[config.mk]
export PLATFORM = sky130hd
export DESIGN_NAME = twowire_monitor
export DESIGN_NICKNAME = d
export VERILOG_FILES = /design/src/rtl/twowire_monitor_pkg.sv /design/src/rtl/twm_rst_sync.sv /design/src/rtl/twm_line_cond.sv /design/src/rtl/twm_frame_decoder.sv /design/src/rtl/twm_event_out.sv /design/src/rtl/twowire_monitor.sv
export SDC_FILE = /design/constraint.sdc
export NUM_CORES = 1
export LEC_CHECK = 0
export ABC_AREA = 1
export BUFFER_PORTS_ARGS = -buffer_cell sky130_fd_sc_hd__buf_2
export CAP_MARGIN = 20
export CELL_PAD_IN_SITES_DETAIL_PLACEMENT = 1
export CELL_PAD_IN_SITES_GLOBAL_PLACEMENT = 1
export CORE_UTILIZATION = 40
export CTS_CLUSTER_DIAMETER = 50
export DETAILED_ROUTE_END_ITERATION = 10
export PLACE_DENSITY = 0.85
export SYNTH_ARGS = -nofsm -noshare
export SYNTH_HDL_FRONTEND = slang
export SYNTH_HIERARCHICAL = 1
export SYNTH_SLANG_ARGS = --single-unit
[constraint.sdc]
create_clock -name clk -period 1.4 [get_ports clk]
set_input_delay 0.14 -clock clk [delete_from_list [all_inputs] [get_ports clk]]
set_output_delay 0.14 -clock clk [all_outputs]
set_load 0.005 [all_outputs]
[src/rtl/twowire_monitor_pkg.sv]
package twowire_monitor_pkg;

  typedef enum logic [2:0] {
    EV_START   = 3'd0,
    EV_RSTART  = 3'd1,
    EV_STOP    = 3'd2,
    EV_ADDR_WR = 3'd3,
    EV_ADDR_RD = 3'd4,
    EV_DATA_WR = 3'd5,
    EV_DATA_RD = 3'd6
  } twm_ev_e;

  typedef enum logic [1:0] {
    ST_SEARCH = 2'd0,
    ST_ADDR   = 2'd1,
    ST_DATA   = 2'd2
  } twm_state_e;

endpackage

[src/rtl/twm_rst_sync.sv]
module twm_rst_sync #(
  parameter int STAGES = 2
) (
  input  logic clk,
  input  logic rst_n,
  output logic rst_n_sync
);
  logic [STAGES-1:0] chain_q;

  always_ff @(posedge clk or negedge rst_n) begin
    if (!rst_n) chain_q <= '0;
    else        chain_q <= {chain_q[STAGES-2:0], 1'b1};
  end

  assign rst_n_sync = chain_q[STAGES-1];
endmodule

[src/rtl/twm_line_cond.sv]
module twm_line_cond #(
  parameter int SYNC_STAGES = 2
) (
  input  logic clk,
  input  logic rst_n,
  input  logic line_i,
  output logic line_f
);
  logic [SYNC_STAGES-1:0] sync_q;
  logic [1:0]             hist_q;
  logic                   filt_q;
  logic                   newest;
  logic                   maj_d;

  assign newest = sync_q[SYNC_STAGES-1];

  always_comb begin
    maj_d = (newest & hist_q[0]) | (newest & hist_q[1]) | (hist_q[0] & hist_q[1]);
  end

  always_ff @(posedge clk or negedge rst_n) begin
    if (!rst_n) begin
      sync_q <= '1;
      hist_q <= '1;
      filt_q <= 1'b1;
    end else begin
      sync_q <= {sync_q[SYNC_STAGES-2:0], line_i};
      hist_q <= {hist_q[0], newest};
      filt_q <= maj_d;
    end
  end

  assign line_f = filt_q;

  AST_FILTER_AGREES: assert property (@(posedge clk) disable iff (!rst_n)
    (filt_q != $past(filt_q)) |-> (hist_q[0] == filt_q));
endmodule

[src/rtl/twm_frame_decoder.sv]
module twm_frame_decoder
  import twowire_monitor_pkg::*;
#(
  parameter int DATA_W = 8
) (
  input  logic              clk,
  input  logic              rst_n,
  input  logic              scl_f,
  input  logic              sda_f,
  output logic              ev_stb,
  output twm_ev_e           ev_type,
  output logic [DATA_W-1:0] ev_byte,
  output logic              ev_ack
);
  localparam int CNT_W = $clog2(DATA_W + 1);
  localparam logic [CNT_W-1:0] LAST_BIT = CNT_W'(DATA_W);

  twm_state_e        state_q, state_d;
  logic              scl_p_q, sda_p_q;
  logic [DATA_W-1:0] shf_q, shf_d;
  logic [CNT_W-1:0]  cnt_q, cnt_d;
  logic              dir_q, dir_d;
  logic              start_c, stop_c, bit_c, frame_end;

  always_comb begin
    start_c   = scl_f & scl_p_q & sda_p_q & ~sda_f;
    stop_c    = scl_f & scl_p_q & ~sda_p_q & sda_f;
    bit_c     = scl_f & ~scl_p_q;
    frame_end = bit_c & (cnt_q == LAST_BIT);
  end

  always_comb begin
    state_d = state_q;
    shf_d   = shf_q;
    cnt_d   = cnt_q;
    dir_d   = dir_q;
    ev_stb  = 1'b0;
    ev_type = EV_START;
    ev_byte = '0;
    ev_ack  = 1'b0;
    case (state_q)
      ST_SEARCH: begin
        if (start_c) begin
          ev_stb  = 1'b1;
          ev_type = EV_START;
          state_d = ST_ADDR;
          cnt_d   = '0;
          shf_d   = '0;
        end
      end
      default: begin
        if (start_c) begin
          ev_stb  = 1'b1;
          ev_type = EV_RSTART;
          state_d = ST_ADDR;
          cnt_d   = '0;
          shf_d   = '0;
        end else if (stop_c) begin
          ev_stb  = 1'b1;
          ev_type = EV_STOP;
          state_d = ST_SEARCH;
          dir_d   = 1'b0;
          cnt_d   = '0;
          shf_d   = '0;
        end else if (frame_end) begin
          ev_stb = 1'b1;
          ev_ack = ~sda_f;
          cnt_d  = '0;
          shf_d  = '0;
          if (state_q == ST_ADDR) begin
            dir_d   = shf_q[0];
            ev_type = shf_q[0] ? EV_ADDR_RD : EV_ADDR_WR;
            ev_byte = {shf_q[DATA_W-1:1], 1'b0};
            state_d = ST_DATA;
          end else begin
            ev_type = dir_q ? EV_DATA_RD : EV_DATA_WR;
            ev_byte = shf_q;
          end
        end else if (bit_c) begin
          shf_d = {shf_q[DATA_W-2:0], sda_f};
          cnt_d = cnt_q + 1'b1;
        end
      end
    endcase
  end

  always_ff @(posedge clk or negedge rst_n) begin
    if (!rst_n) begin
      state_q <= ST_SEARCH;
      scl_p_q <= 1'b1;
      sda_p_q <= 1'b1;
      shf_q   <= '0;
      cnt_q   <= '0;
      dir_q   <= 1'b0;
    end else begin
      state_q <= state_d;
      scl_p_q <= scl_f;
      sda_p_q <= sda_f;
      shf_q   <= shf_d;
      cnt_q   <= cnt_d;
      dir_q   <= dir_d;
    end
  end

  AST_STOP_CLEARS: assert property (@(posedge clk) disable iff (!rst_n)
    (ev_stb && ev_type == EV_STOP) |=> (state_q == ST_SEARCH && !dir_q));
  AST_START_OPENS: assert property (@(posedge clk) disable iff (!rst_n)
    (ev_stb && (ev_type == EV_START || ev_type == EV_RSTART)) |=> (state_q == ST_ADDR && cnt_q == '0));
  AST_ADDR_EVEN: assert property (@(posedge clk) disable iff (!rst_n)
    (ev_stb && (ev_type == EV_ADDR_WR || ev_type == EV_ADDR_RD)) |-> !ev_byte[0]);
  AST_ADDR_TO_DATA: assert property (@(posedge clk) disable iff (!rst_n)
    (ev_stb && (ev_type == EV_ADDR_WR || ev_type == EV_ADDR_RD)) |=> state_q == ST_DATA);
  AST_LOW_CLK_FROZEN: assert property (@(posedge clk) disable iff (!rst_n)
    !scl_f |=> $stable(shf_q));
endmodule

[src/rtl/twm_event_out.sv]
module twm_event_out
  import twowire_monitor_pkg::*;
#(
  parameter int DATA_W = 8
) (
  input  logic              clk,
  input  logic              rst_n,
  input  logic              ev_stb,
  input  twm_ev_e           ev_type,
  input  logic [DATA_W-1:0] ev_byte,
  input  logic              ev_ack,
  input  logic              ready_i,
  output logic              valid_o,
  output twm_ev_e           type_o,
  output logic [DATA_W-1:0] byte_o,
  output logic              ack_o,
  output logic              overflow_o
);
  logic              valid_q, valid_d;
  twm_ev_e           type_q, type_d;
  logic [DATA_W-1:0] byte_q, byte_d;
  logic              ack_q, ack_d;
  logic              ovf_q, ovf_d;
  logic              slot_free, load_en, drop_en;

  always_comb begin
    slot_free = !valid_q || ready_i;
    load_en   = ev_stb && slot_free;
    drop_en   = ev_stb && !slot_free;
    valid_d   = load_en ? 1'b1 : (ready_i ? 1'b0 : valid_q);
    type_d    = load_en ? ev_type : type_q;
    byte_d    = load_en ? ev_byte : byte_q;
    ack_d     = load_en ? ev_ack  : ack_q;
    ovf_d     = ovf_q | drop_en;
  end

  always_ff @(posedge clk or negedge rst_n) begin
    if (!rst_n) begin
      valid_q <= 1'b0;
      type_q  <= EV_START;
      byte_q  <= '0;
      ack_q   <= 1'b0;
      ovf_q   <= 1'b0;
    end else begin
      valid_q <= valid_d;
      type_q  <= type_d;
      byte_q  <= byte_d;
      ack_q   <= ack_d;
      ovf_q   <= ovf_d;
    end
  end

  assign valid_o    = valid_q;
  assign type_o     = type_q;
  assign byte_o     = byte_q;
  assign ack_o      = ack_q;
  assign overflow_o = ovf_q;

  AST_STALL_HOLDS: assert property (@(posedge clk) disable iff (!rst_n)
    (valid_q && !ready_i) |=> (valid_q && $stable(type_q) && $stable(byte_q) && $stable(ack_q)));
  AST_OVF_STICKY: assert property (@(posedge clk) disable iff (!rst_n)
    ovf_q |=> ovf_q);
endmodule

[src/rtl/twowire_monitor.sv]
module twowire_monitor
  import twowire_monitor_pkg::*;
#(
  parameter int DATA_W      = 8,
  parameter int SYNC_STAGES = 2,
  parameter int RST_STAGES  = 2
) (
  input  logic              clk,
  input  logic              rst_n,
  input  logic              scl_i,
  input  logic              sda_i,
  input  logic              evt_ready,
  output logic              evt_valid,
  output logic [2:0]        evt_type,
  output logic [DATA_W-1:0] evt_byte,
  output logic              evt_ack,
  output logic              evt_overflow
);
  localparam int N_LINES = 2;

  logic               rst_n_s;
  logic [N_LINES-1:0] raw_lines, filt_lines;
  logic               ev_stb;
  twm_ev_e            ev_type, out_type;
  logic [DATA_W-1:0]  ev_byte;
  logic               ev_ack;

  assign raw_lines = {sda_i, scl_i};

  twm_rst_sync #(.STAGES(RST_STAGES)) u_rst (
    .clk        (clk),
    .rst_n      (rst_n),
    .rst_n_sync (rst_n_s)
  );

  for (genvar g = 0; g < N_LINES; g++) begin : g_line
    twm_line_cond #(.SYNC_STAGES(SYNC_STAGES)) u_cond (
      .clk    (clk),
      .rst_n  (rst_n_s),
      .line_i (raw_lines[g]),
      .line_f (filt_lines[g])
    );
  end

  twm_frame_decoder #(.DATA_W(DATA_W)) u_dec (
    .clk     (clk),
    .rst_n   (rst_n_s),
    .scl_f   (filt_lines[0]),
    .sda_f   (filt_lines[1]),
    .ev_stb  (ev_stb),
    .ev_type (ev_type),
    .ev_byte (ev_byte),
    .ev_ack  (ev_ack)
  );

  twm_event_out #(.DATA_W(DATA_W)) u_out (
    .clk        (clk),
    .rst_n      (rst_n_s),
    .ev_stb     (ev_stb),
    .ev_type    (ev_type),
    .ev_byte    (ev_byte),
    .ev_ack     (ev_ack),
    .ready_i    (evt_ready),
    .valid_o    (evt_valid),
    .type_o     (out_type),
    .byte_o     (evt_byte),
    .ack_o      (evt_ack),
    .overflow_o (evt_overflow)
  );

  assign evt_type = out_type;

  AST_RESET_QUIET: assert property (@(posedge clk) disable iff (!rst_n_s)
    $past(!rst_n_s) |-> (!evt_valid && !evt_overflow));
endmodule

==> results.md <==
* Synth Net Count at 215
* Worst setup margin at -0.199 ns
* Primary FF master, synth: dfrtp_1
* Total core area at 4440 sq um
* Slew Limit Fails at 0
* Logic pwr share at 0.369
* Tot GR Track Use at 0.204
* Synthesized area at 1900 sq um
* # setup viols final at 29
* Metal-1 WL at 2180 microns
* Vias in the first global route at 1683
* Initial Utilization at 0.427
* Clk_skew at 0.00707 ns
* Starting DRT DRC Count at 50
* Fill cells at 508
* Port Buf Inserts at 18
* Period utilization at 1.14
* Post-synth EDFFs at 0
* Most common cell after layout, fill and taps aside: nand2_1
* Pwr dens at 1440 nW/um^2
* Fraction of layout cells with a size suffix above 1 at 0.449
* CTS tree: done
* Final Hold Vio Count at 0
* Top delay family on crit path: flip-flops
* Crit-path slowest cell: dfstp_2
* Max VDD drop at 988 uV
* Int Pwr at 2450 uW
* CP bufs+invs at 3
* Worst r2r src: g_line[0].u_cond/line_f
* Grt ovf at 0
* Minimum clock period at 1.60 ns
* Die H at 70.9 microns
* Failing checks: setup timing
* Drt pass-1 iters at 6
* Switching share of power at 0.364
* Met3 routed WL at 158 microns
* Drt wl/cell at 16.6 microns
* CP Capture Type: register
* Die X at 70.9 microns
* FF/Latch Area at 1090 sq um
* DR WL met2 at 2800 microns
* Status: complete, but fails checks
* Initial antenna violation count at 0
* Async SR Flop Fraction at 1.00
* Total chip power at 3850 uW
* GPL Wtd Cong at 0.819
* DRC at 0
* Clock tree buffer depth at 2
* Clock root cell: clkbuf_8
* First-pass GRT wire length at 7830 microns
* CP Cell Sequence: buf_6 -> nand4_4 -> nand3_2 -> a21boi_4 -> buf_12 -> buf_8 -> nand3_1 -> nand2_1
* Synth-to-Final Area Change at 41.0%
* Internal reg-to-reg setup slack at -0.20 ns
* Clk pwr share at 0.227
* Row Count at 24
* Clock transition at path regs at 0.08 ns
* Net Switching at 1400 uW
* RSZ-0062 raised after global routing: yes
* Mean Syn Cell Area at 9.13 sq um
* Count of cell types in the netlist at 28
* LEAKAGE at 0.00138 uW
* Crit path launch type: register
* Reg power frac at 0.404
* Antenna Cells at 0
* Htree depth at 2
* Die area at 5030 sq um
* Critical Path Start: g_line[0].u_cond/line_f
* # IOs at 19
* Fmax at 625 MHz
* DR vias at 1612
* Peak per-stage delay on the critical path at 0.57 ns
* Clock sink count at 43
* CP max FO at 5
* Most frequent cells in the layout: 57 x nand2_1, 31 x dfrtp_1, 23 x nand3_1
* Flops & latches, synth at 43
* NumNets Final at 271
* Critical path type: reg2reg
* Routed Antenna Nets at 0
* Max Used Layer: met4
* Yosys warning total at 6
* Routed wire length at 5270 microns
* Largest net degree at the start of global routing at 42
* Utilization after layout at 0.603
* Multi-input logic area at 913 sq um
* Clk_lat worst skew at 0.30 ns
* CP required at 1.64 ns
* Hold Crit Class: in2async
* Final HPWL DP at 2850 microns
* Critical Path AT at 1.84 ns
* Cells after Synth at 208
* Maximum capacitance violations at 0
* CTS Buf Count at 5
* Seq/Total Area, Yosys at 0.574
* Vias per cell at 5.09
-- kinds of logic after synthesis --
family | synth area share
buffers and inverters | 0.0586
AO/OA/AOI/OAI | 0.0303
XOR/XNOR | 0.00922
other | 0.00197
adder cells (fa/ha/maj) | 0.0132
AND/OR/NAND/NOR | 0.312
flip-flops | 0.574
-- power groups by stage --
stage / Clock, uW / Combinational (uW) / Sequential (uW)
6_report: 873 / 1420 / 1560
5_1_grt: 948 / 1510 / 1580
4_1_cts: 898 / 1130 / 1530
3_5_place_dp: 0 / 868 / 1540
3_3_place_gp: 0 / 831 / 1530
2_1_floorplan: 0 / 527 / 1550
-- layer usage --
metal / track usage / vias up
li1: - / 776
met1: 0.240 / 795
met2: 0.369 / 29
met3: 0.0442 / 12
met4: 0.0689 / 0
met5: 0 / -
-- what timing repair did --
| item | CTS | global route |
|---|---|---|
| gates cloned | 4 | 1 |
| pin swaps | 12 | 13 |
| hold buffers | 3 | 0 |
| hold endpoints to repair | 4 | 0 |
| endpoints found under the setup margin | 28 | 29 |
| resized for setup | 40 | 29 |
| buffers inserted | 3 | 5 |
-- sequential cells by signal, indices dropped and copies added (netlist names), 2 cells and up --
register and cells:
g_line.u_cond/hist_q 4, u_out/byte_o 8, g_line.u_cond/sync_q 4, u_dec/state_q 2, u_dec/cnt_q 4, u_rst/chain_q 2
u_dec/shf_q 8, u_out/type_o 3, g_line.u_cond/line_f 2
-- synth_stat cells (all sizes together), types with 2 or more instances --
master / instances / share of area
nor2: 13 / 0.031
dfstp: 12 / 0.17
buf: 5 / 0.024
o21ai: 4 / 0.011
nand3: 32 / 0.095
inv: 16 / 0.032
dfrtp: 31 / 0.41
a21oi: 3 / 0.0079
nand4: 3 / 0.013
nand2: 79 / 0.17
ha: 2 / 0.013
-- final cells by class --
type | count | area share
inverter | 17 | 0.0322
tap | 52 | 0.0243
multi-input combinational | 146 | 0.341
sequential | 43 | 0.407
clock buffer | 8 | 0.0378
timing repair buffer | 50 | 0.154
timing repair inverter | 1 | 0.00327
-- final timing paths --
kind,cells past startpoint,end
worst max-delay path,8,u_out/byte_o[2]
worst min-delay path,2,u_rst/chain_q[0]
worst max register to register,8,u_out/byte_o[2]
worst min register to register,1,u_dec/cnt_q[1]
max in group asynchronous,1,u_dec/sda_p_q
min in group clk,4,u_out/valid_o
-- stage by stage --
stage	hold WS (ns)	TNS [ns]	std cells	cell area, sq um	worst slack [ns]
5_1_grt	0.155	-5.83	317	2680	-0.283
6_report	0.153	-3.96	317	2680	-0.199
4_1_cts	0.134	-2.89	311	2520	-0.165
2_1_floorplan	-0.156	-1.26	208	1920	-0.125
3_3_place_gp	-0.0755	-2.69	293	2210	-0.153
3_5_place_dp	-0.0729	-3.75	293	2210	-0.190
Note: power is estimated with default switching activity, not from simulation.
